`config.mk`:
```
export PLATFORM = sky130hd
export DESIGN_NAME = carry_ring_rotator
export DESIGN_NICKNAME = d
export VERILOG_FILES = /design/src/rtl/carry_ring_pkg.sv /design/src/rtl/ring_count_norm.sv /design/src/rtl/ring_barrel.sv /design/src/rtl/carry_ring_rotator.sv
export SDC_FILE = /design/constraint.sdc
export NUM_CORES = 1
export LEC_CHECK = 0
export ABC_AREA = 1
export BUFFER_PORTS_ARGS = -buffer_cell sky130_fd_sc_hd__buf_2
export CORE_ASPECT_RATIO = 0.5
export CORE_MARGIN = 2
export CORE_UTILIZATION = 51
export DETAILED_ROUTE_END_ITERATION = 12
export PLACE_DENSITY = 0.75
export SLEW_MARGIN = 20
export SYNTH_ARGS = -nofsm -noshare
export SYNTH_HDL_FRONTEND = slang
export SYNTH_SLANG_ARGS = --single-unit
```
`constraint.sdc`:
```
create_clock -name clk_i -period 0.8 [get_ports clk_i]
set_input_delay 0.04 -clock clk_i [delete_from_list [all_inputs] [get_ports clk_i]]
set_output_delay 0.04 -clock clk_i [all_outputs]
set_load 0.01 [all_outputs]
```
`src/rtl/carry_ring_pkg.sv`:
```
package carry_ring_pkg;
  localparam int DATA_W = 32;
  localparam int RING_W = DATA_W + 1;
  localparam int CNT_W  = 6;
  localparam int AMT_W  = $clog2(RING_W);
endpackage

```
`src/rtl/ring_count_norm.sv`:
```
// Reduces the count modulo the ring width; a right rotate becomes a left
// rotate by the complement so one rotator serves both directions.
module ring_count_norm #(
  parameter int RING_W = carry_ring_pkg::RING_W,
  parameter int CNT_W  = carry_ring_pkg::CNT_W,
  parameter int AMT_W  = carry_ring_pkg::AMT_W
) (
  input  logic [CNT_W-1:0] count_i,
  input  logic             dir_left_i,
  output logic [AMT_W-1:0] amt_o
);
  localparam int WIDE = (CNT_W > AMT_W ? CNT_W : AMT_W) + 1;

  logic [WIDE-1:0] red;

  always_comb begin
    red = WIDE'(count_i) % WIDE'(RING_W);
    if (dir_left_i || red == '0) amt_o = AMT_W'(red);
    else                         amt_o = AMT_W'(WIDE'(RING_W) - red);
  end
endmodule

```
`src/rtl/ring_barrel.sv`:
```
// Logarithmic left rotator over the full ring.
module ring_barrel #(
  parameter int RING_W = carry_ring_pkg::RING_W,
  parameter int AMT_W  = carry_ring_pkg::AMT_W
) (
  input  logic [RING_W-1:0] ring_i,
  input  logic [AMT_W-1:0]  amt_i,
  output logic [RING_W-1:0] ring_o
);
  logic [RING_W-1:0] st [AMT_W+1];

  assign st[0] = ring_i;

  for (genvar s = 0; s < AMT_W; s++) begin : g_stage
    localparam int SH = (1 << s) % RING_W;
    if (SH == 0) begin : g_pass
      assign st[s+1] = st[s];
    end else begin : g_rot
      assign st[s+1] = amt_i[s] ? {st[s][RING_W-1-SH:0], st[s][RING_W-1:RING_W-SH]}
                                : st[s];
    end
  end

  assign ring_o = st[AMT_W];
endmodule

```
`src/rtl/carry_ring_rotator.sv`:
```
module carry_ring_rotator
  import carry_ring_pkg::*;
(
  input  logic              clk_i,
  input  logic              rst_ni,
  input  logic              valid_i,
  input  logic [DATA_W-1:0] data_i,
  input  logic              carry_i,
  input  logic              dir_left_i,
  input  logic [CNT_W-1:0]  count_i,
  output logic              valid_o,
  output logic [DATA_W-1:0] data_o,
  output logic              carry_o
);
  logic [AMT_W-1:0]  amt;
  logic [RING_W-1:0] ring_rot;

  ring_count_norm #(.RING_W(RING_W), .CNT_W(CNT_W), .AMT_W(AMT_W)) u_norm (
    .count_i    (count_i),
    .dir_left_i (dir_left_i),
    .amt_o      (amt)
  );

  // ring order {carry, data}: carry sits above data[DATA_W-1]
  ring_barrel #(.RING_W(RING_W), .AMT_W(AMT_W)) u_barrel (
    .ring_i (RING_W'({carry_i, data_i})),
    .amt_i  (amt),
    .ring_o (ring_rot)
  );

  always_ff @(posedge clk_i or negedge rst_ni) begin
    if (!rst_ni) begin
      valid_o <= 1'b0;
      data_o  <= '0;
      carry_o <= 1'b0;
    end else begin
      valid_o <= valid_i;
      if (valid_i) begin
        data_o  <= ring_rot[DATA_W-1:0];
        carry_o <= ring_rot[RING_W-1];
      end
    end
  end
endmodule

```
==> results of run 1 <==
==> cells by family after synthesis <==
| family | after synthesis | share of synthesized area (%) |
|---|---|---|
| AOI/OAI and AO/OA | 1 | 0.419 |
| xor gates and xnor gates | 4 | 1.29 |
| adders and majority gates | 3 | 0.967 |
| buffers and inverters | 67 | 7.86 |
| DFF | 34 | 21.9 |
| and+or+nand+nor | 540 | 67.6 |
==> through the flow <==
step	cell area (um2)	utilization [%]
2_1_floorplan	4210	-
3_3_place_gp	4930	67.1
3_5_place_dp	4930	67.1
4_1_cts	6110	83.2
==> repair_timing <==
action	4_1_cts
gates resized for setup	168
endpoints found under the setup margin	66
endpoints found under the hold margin	34
buffers inserted	17
hold buffers	1
cloned	3
pin swaps	31
==> results_tabular.tex, run 1 <==
\begin{tabular}{lr}
\hline
Metric & Value \\
\hline
\multicolumn{2}{l}{\textbf{Die}} \\
\quad Starting density of the core & roughly 53\% \\
\quad Ports & 77 \\
\quad Die span in x & around 130 um \\
\quad Die height & 65.7 um \\
\quad Placement row count & 22 \\
\multicolumn{2}{l}{\textbf{Synthesis}} \\
\quad Number of enable flip-flop cells after synthesis & 0 \\
\quad Most common cell in the synthesized netlist & sky130\_fd\_sc\_hd\_\_nand3\_1 \\
\quad Mapped Cells & around 650 \\
\quad Total of flip-flops plus latches after synthesis & 34 \\
\quad Yosys warnings & 0 \\
\quad Avg Inst Size Synth & between 5 and 6 um2 \\
\quad Most area-hungry cell type in the Yosys netlist & sky130\_fd\_sc\_hd\_\_nand3\_1 \\
\quad Sequential area share after synthesis & between 20\% and 30\% \\
\quad Synth Net Count & between 600 and 700 \\
\quad FFs w/ async S/R, synth & 100\% \\
\quad Area of the mapped netlist & approximately 4000 um2 \\
\quad Area share of the largest cell type after synthesis & between 50\% and 60\% \\
\quad Top flip-flop cell by instance count after synthesis & sky130\_fd\_sc\_hd\_\_dfrtp\_1 \\
\quad Most frequent cells after synthesis & sky130\_fd\_sc\_hd\_\_nand3\_1 (435), sky130\_fd\_sc\_hd\_\_nand2\_1 (88), sky130\_fd\_sc\_hd\_\_dfrtp\_1 (34), sky130\_fd\_sc\_hd\_\_buf\_2 (25), sky130\_fd\_sc\_hd\_\_clkbuf\_1 (20) \\
\quad Post-synthesis cell type count & 18 \\
\quad Leading cell types by total area after synthesis & sky130\_fd\_sc\_hd\_\_nand3\_1 (56\%), sky130\_fd\_sc\_hd\_\_dfrtp\_1 (22\%), sky130\_fd\_sc\_hd\_\_nand2\_1 (8.5\%), sky130\_fd\_sc\_hd\_\_buf\_2 (3.2\%), sky130\_fd\_sc\_hd\_\_clkbuf\_1 (1.9\%) \\
\multicolumn{2}{l}{\textbf{GRT}} \\
\quad Pin count of the biggest net entering global routing & 35 \\
\multicolumn{2}{l}{\textbf{Clock network}} \\
\quad TritonCTS sink count & 34 \\
\quad H-tree levels & 2 \\
\quad Worst-case clock buffer depth & 2 \\
\quad Cell at the root of the clock tree & sky130\_fd\_sc\_hd\_\_clkbuf\_16 \\
\quad CTS buffer count & 5 \\
\multicolumn{2}{l}{\textbf{Timing}} \\
\quad Worst-slack endpoint at the end of global-route timing repair & data\_o[14]\$\_DFFE\_PN0P\_/D \\
\quad Worst-path end type & register data pin \\
\multicolumn{2}{l}{\textbf{Placement}} \\
\quad Total placed cells including tap cells & approximately 820 \\
\quad Pre-CTS worst setup slack & -1.82 ns \\
\quad Post-DP HPWL & around 12,000 um \\
\quad Port bufs & 76 \\
\quad Global placer's final weighted congestion & 1.06 \\
\multicolumn{2}{l}{\textbf{Outcome}} \\
\quad First error message & [ERROR DPL-0038] Utilization greater than 100\%, impossible to legalize \\
\quad Status & did not finish \\
\quad Stop stage & 5\_1\_grt \\
\hline
\end{tabular}
==> inputs of run 2 (changes only) <==
- CORE_ASPECT_RATIO: 0.5 -> unset
- CORE_UTILIZATION: 51 -> 36
- PLACE_DENSITY: 0.75 -> unset
- PLACE_DENSITY_LB_ADDON: unset -> 0.15
==> run 2 against run 1 <==
The flow now finishes, with violations (setup timing). Synthesized area stayed put. Synthesized cell count did not move.
==> results_tabular.tex, run 2 <==
\begin{tabular}{lr}
\hline
Metric & Value \\
\hline
\multicolumn{2}{l}{\textbf{Synthesis}} \\
\quad Synth Net Count & 695 (unchanged) \\
\quad Area of the mapped netlist & 3880 um2 (unchanged) \\
\quad Post-synthesis cell type count & 18 (unchanged) \\
\quad Most area-hungry cell type in the Yosys netlist & sky130\_fd\_sc\_hd\_\_nand3\_1 \\
\quad Leading cell types by total area after synthesis & sky130\_fd\_sc\_hd\_\_nand3\_1 (56\%), sky130\_fd\_sc\_hd\_\_dfrtp\_1 (22\%), sky130\_fd\_sc\_hd\_\_nand2\_1 (8.5\%), sky130\_fd\_sc\_hd\_\_buf\_2 (3.2\%), sky130\_fd\_sc\_hd\_\_clkbuf\_1 (1.9\%) \\
\quad Sequential area share after synthesis & 21.9\% (unchanged) \\
\quad Number of enable flip-flop cells after synthesis & 0 (unchanged) \\
\quad Avg Inst Size Synth & 5.98 um2 (unchanged) \\
\quad Most common cell in the synthesized netlist & sky130\_fd\_sc\_hd\_\_nand3\_1 \\
\quad Total of flip-flops plus latches after synthesis & 34 (unchanged) \\
\quad Most frequent cells after synthesis & sky130\_fd\_sc\_hd\_\_nand3\_1 (435), sky130\_fd\_sc\_hd\_\_nand2\_1 (88), sky130\_fd\_sc\_hd\_\_dfrtp\_1 (34), sky130\_fd\_sc\_hd\_\_buf\_2 (25), sky130\_fd\_sc\_hd\_\_clkbuf\_1 (20) \\
\quad Area share of the largest cell type after synthesis & 56.1\% (unchanged) \\
\quad Mapped Cells & 649 (unchanged) \\
\quad Top flip-flop cell by instance count after synthesis & sky130\_fd\_sc\_hd\_\_dfrtp\_1 \\
\quad Yosys warnings & 0 (unchanged) \\
\quad FFs w/ async S/R, synth & 100\% (unchanged) \\
\multicolumn{2}{l}{\textbf{Worst setup path}} \\
\quad Data required time of the critical path & 1.04 ns \\
\quad Reg-to-reg critical path startpoint & data\_o[29] \\
\quad Category of the worst setup path capture point & flip-flop \\
\quad Cell mode on critical path & sky130\_fd\_sc\_hd\_\_nand3\_2 \\
\quad Endpoint arrival time on the critical path & 2.61 ns \\
\quad Buffer and inverter count on the worst path & 5 \\
\quad Worst path depth & 20 \\
\quad Family with the most delay on the worst path & simple AND/OR/NAND/NOR gates \\
\quad Worst Setup EP & data\_o[17] \\
\quad Largest incremental delay on the critical path & around 0.24 ns \\
\quad Worst-case reg-to-reg path depth & 3 \\
\quad Critical Path, Cell by Cell & buf\_12 > inv\_6 > ha\_4 > nand4\_1 > nand3\_1 > nand2\_2 > nor2\_4 > nand3\_4 > buf\_6 > nand3\_4 > buf\_12 > buf\_16 > nand3\_4 > nand3\_2 > nand3\_2 > nand3\_2 > nand3\_2 > nand3\_1 > nand3\_1 > nand2\_1 \\
\quad Highest net fanout along the worst path & 6 \\
\quad Kind of start point of the critical path & input port \\
\quad Slowest cell on the critical path & sky130\_fd\_sc\_hd\_\_nand3\_2 \\
\quad Reg2Reg Setup Slack & $\sim$0.01 ns \\
\quad Critical path launch point & count\_i[1] \\
\quad Worst reg2reg path endpoint & data\_o[29] \\
\quad Crit Path Class & in2reg \\
\multicolumn{2}{l}{\textbf{Pwr}} \\
\quad Net switching component of the power & roughly 8.5 mW \\
\quad Relative contribution of sequential cells to total power & between 15 and 20\% \\
\quad PD cells & between 2000 and 2500 nW/um2 \\
\quad Combinational Power Share & 75.1\% \\
\quad Maximum VDD drop & between 1 and 1.5 mV \\
\quad Clock network fraction of design power & 9.5\% \\
\quad Total Power & $\sim$16 mW \\
\quad Cell leakage power & between 3 and 4 nW \\
\quad Cell internal power dissipation & approximately 8 mW \\
\quad Switch share & 51.5\% \\
\multicolumn{2}{l}{\textbf{GRT}} \\
\quad Global-route wire length before repair & 28,300 um \\
\quad Remaining global-route overflow & 0 \\
\quad Via count of the first global-routing pass & 5,439 \\
\quad Overall Global Routing Usage & 31.2\% \\
\quad Pin count of the biggest net entering global routing & 35 \\
\quad Initial antenna violation count & 0 \\
\multicolumn{2}{l}{\textbf{Die}} \\
\quad Placement row count & 37 (+68\%) \\
\quad Core region area & about 10,000 um2 \\
\quad Die height & 108 um (+64\%) \\
\quad Die span in x & 108 um (-15\%) \\
\quad Full die area & approximately 12,000 um2 \\
\quad Ports & 77 (unchanged) \\
\quad Starting density of the core & 37.3\% (-16 points) \\
\multicolumn{2}{l}{\textbf{Clock network}} \\
\quad Cell at the root of the clock tree & sky130\_fd\_sc\_hd\_\_clkbuf\_8 \\
\quad Worst-skew pair later-pin latency & roughly 0.30 ns \\
\quad Worst-case clock buffer depth & 2 (unchanged) \\
\quad CTS clk-pin slew, worst paths & roughly 0.070 ns \\
\quad Clock tree from TritonCTS & built \\
\quad H-tree levels & 2 (unchanged) \\
\quad TritonCTS sink count & 34 (unchanged) \\
\quad CTS buffer count & 5 (unchanged) \\
\multicolumn{2}{l}{\textbf{Final layout}} \\
\quad Area used by sequential logic in the layout & roughly 850 um2 \\
\quad Most common cell after layout, fill and taps aside & sky130\_fd\_sc\_hd\_\_nand3\_2 \\
\quad Leading cell types in the layout, fill and taps excluded & sky130\_fd\_sc\_hd\_\_nand3\_2 (198), sky130\_fd\_sc\_hd\_\_nand3\_1 (141), sky130\_fd\_sc\_hd\_\_nand3\_4 (99) \\
\quad Fraction of final layout cells with drive strength greater than 1 & 66.5\% \\
\quad Area grow syn2layout & 110\% \\
\quad Register with the most flip-flops & data\_o \\
\quad Regs by FF count & data\_o: 32 flops, carry\_o: 1 flops, valid\_o: 1 flops \\
\quad Multi-input gate area in the final layout & about 5200 um2 \\
\quad Net count reported at finish & between 800 and 900 \\
\quad Max FFs per register & 32 \\
\quad Number of fill cells in the layout & between 600 and 700 \\
\quad Antenna diode count & 0 \\
\multicolumn{2}{l}{\textbf{Timing}} \\
\quad Slew at the pin with the worst max-slew slack & about 0.63 ns \\
\quad RSZ-0062 raised after global routing & true \\
\quad Final setup violation count & between 60 and 70 \\
\quad WHS & 0.209 ns \\
\quad Max Freq & 0.422 GHz \\
\quad Fin crit share & 296\% \\
\quad Shortest clock period the worst path allows after layout & around 2.4 ns \\
\quad Relative max-transition margin & between 50 and 60\% \\
\quad Largest clock skew in the final design & 0 ns \\
\quad Number of hold violations in the final report & 0 \\
\quad Setup tns final & -51.81 ns \\
\quad Count of final max-slew check failures & 0 \\
\quad Worst setup slack after layout & -1.57 ns \\
\multicolumn{2}{l}{\textbf{Drt}} \\
\quad Routed wire length & around 24,000 um \\
\quad Initial DRT Pass Iterations & 6 \\
\quad Post-DR wirelength/cell & about 26 um \\
\quad Number of vias in the routed layout & 6,272 \\
\quad Number of nets with antenna violations after routing & 0 \\
\quad Starting DRT DRC Count & a little under 900 \\
\quad Vias per inst & between 6 and 7 \\
\quad Number of DRC violations after detailed routing & 0 \\
\multicolumn{2}{l}{\textbf{Outcome}} \\
\quad Failing checks & setup timing \\
\quad Status & finished, violations left \\
\multicolumn{2}{l}{\textbf{Placement}} \\
\quad Port bufs & 76 (unchanged) \\
\quad Post-DP HPWL & 12,300 um (+0.15\%) \\
\quad Global placer's final weighted congestion & 0.989 (-7.0\%) \\
\multicolumn{2}{l}{\textbf{Worst hold path}} \\
\quad Worst hold path class & in2reg \\
\multicolumn{2}{l}{\textbf{Run}} \\
\quad Number of max-capacitance violations reported & 0 \\
\hline
\end{tabular}
## run 2: cell counts after synthesis
No cell type changed its count.
## run 2: how the worst min path moves through the flow
stage | startpoint | end | slack [ns] | cells past startpoint
6_report | valid_i | data_o[28] | 0.21 | 4
5_1_grt | valid_i | data_o[28] | 0.22 | 4
4_1_cts | valid_i | data_o[6] | 0.21 | 4
3_5_place_dp | rst_ni | data_o[8] | 0.02 | 2
3_3_place_gp | rst_ni | data_o[8] | 0.01 | 2
2_1_floorplan | rst_ni | carry_o | -0.26 | 0
## run 2: metal layers
| metal | up-vias | track usage (%) | share of wire (%) |
|---|---|---|---|
| met5 | - | 0 | 0 |
| met4 | 0 | 10.9 | 8.5 |
| met3 | 199 | 6.05 | 11 |
| met2 | 520 | 52.8 | 46 |
| met1 | 2927 | 39.5 | 35 |
| li1 | 2626 | - | - |
## run 2: metrics by stage
step	instance area [um2]	worst slack [ns]	util, %	std cells
after detailed placement	5010	-1.89	48.1	858
after global routing	8170	-1.67	78.4	918
final	8170	-1.57	78.4	918
after floorplan	4210	-1.26	-	649
after CTS	6440	-1.37	61.9	892
after global placement	5010	-1.85	48.1	858
## run 2: power groups by stage
stage | clock [mW] | sequential (mW) | combinational (mW)
3_5_place_dp | 0 | 2.56 | 6.83
3_3_place_gp | 0 | 2.55 | 6.81
6_report | 1.56 | 2.54 | 12.4
5_1_grt | 1.67 | 2.59 | 12.8
2_1_floorplan | 0 | 2.80 | 4.24
4_1_cts | 1.54 | 2.55 | 8.77
## run 2: cell type report
type | instances | area share, %
flip-flops and latches | 34 | 10.4
clock buffers | 8 | 1.35
well taps | 136 | 2.08
repair buffers | 173 | 21.6
multi-input cells | 548 | 63.3
inverters | 19 | 1.27
## run 2: what timing repair did
action	in CTS	in global routing
endpoints found under the setup margin	67	67
buffers inserted	18	18
cloned	6	12
gates resized for setup	194	238
pin swaps	35	58
hold buffers	2	0
hold endpoints to repair	35	0
## run 2: tightest hold or removal path: cells and delay by family
family	cells	cell delay, ns
buf+inv	2	0.31
simple gates	2	0.12
## run 2: cell families after synthesis
logic type | Yosys count | synth area share [%]
and+or+nand+nor | 540 | 67.6
DFF | 34 | 21.9
xor gates and xnor gates | 4 | 1.29
AOI/OAI and AO/OA | 1 | 0.419
adders and majority gates | 3 | 0.967
buffers and inverters | 67 | 7.86
Power figures use the tool's default switching activity.
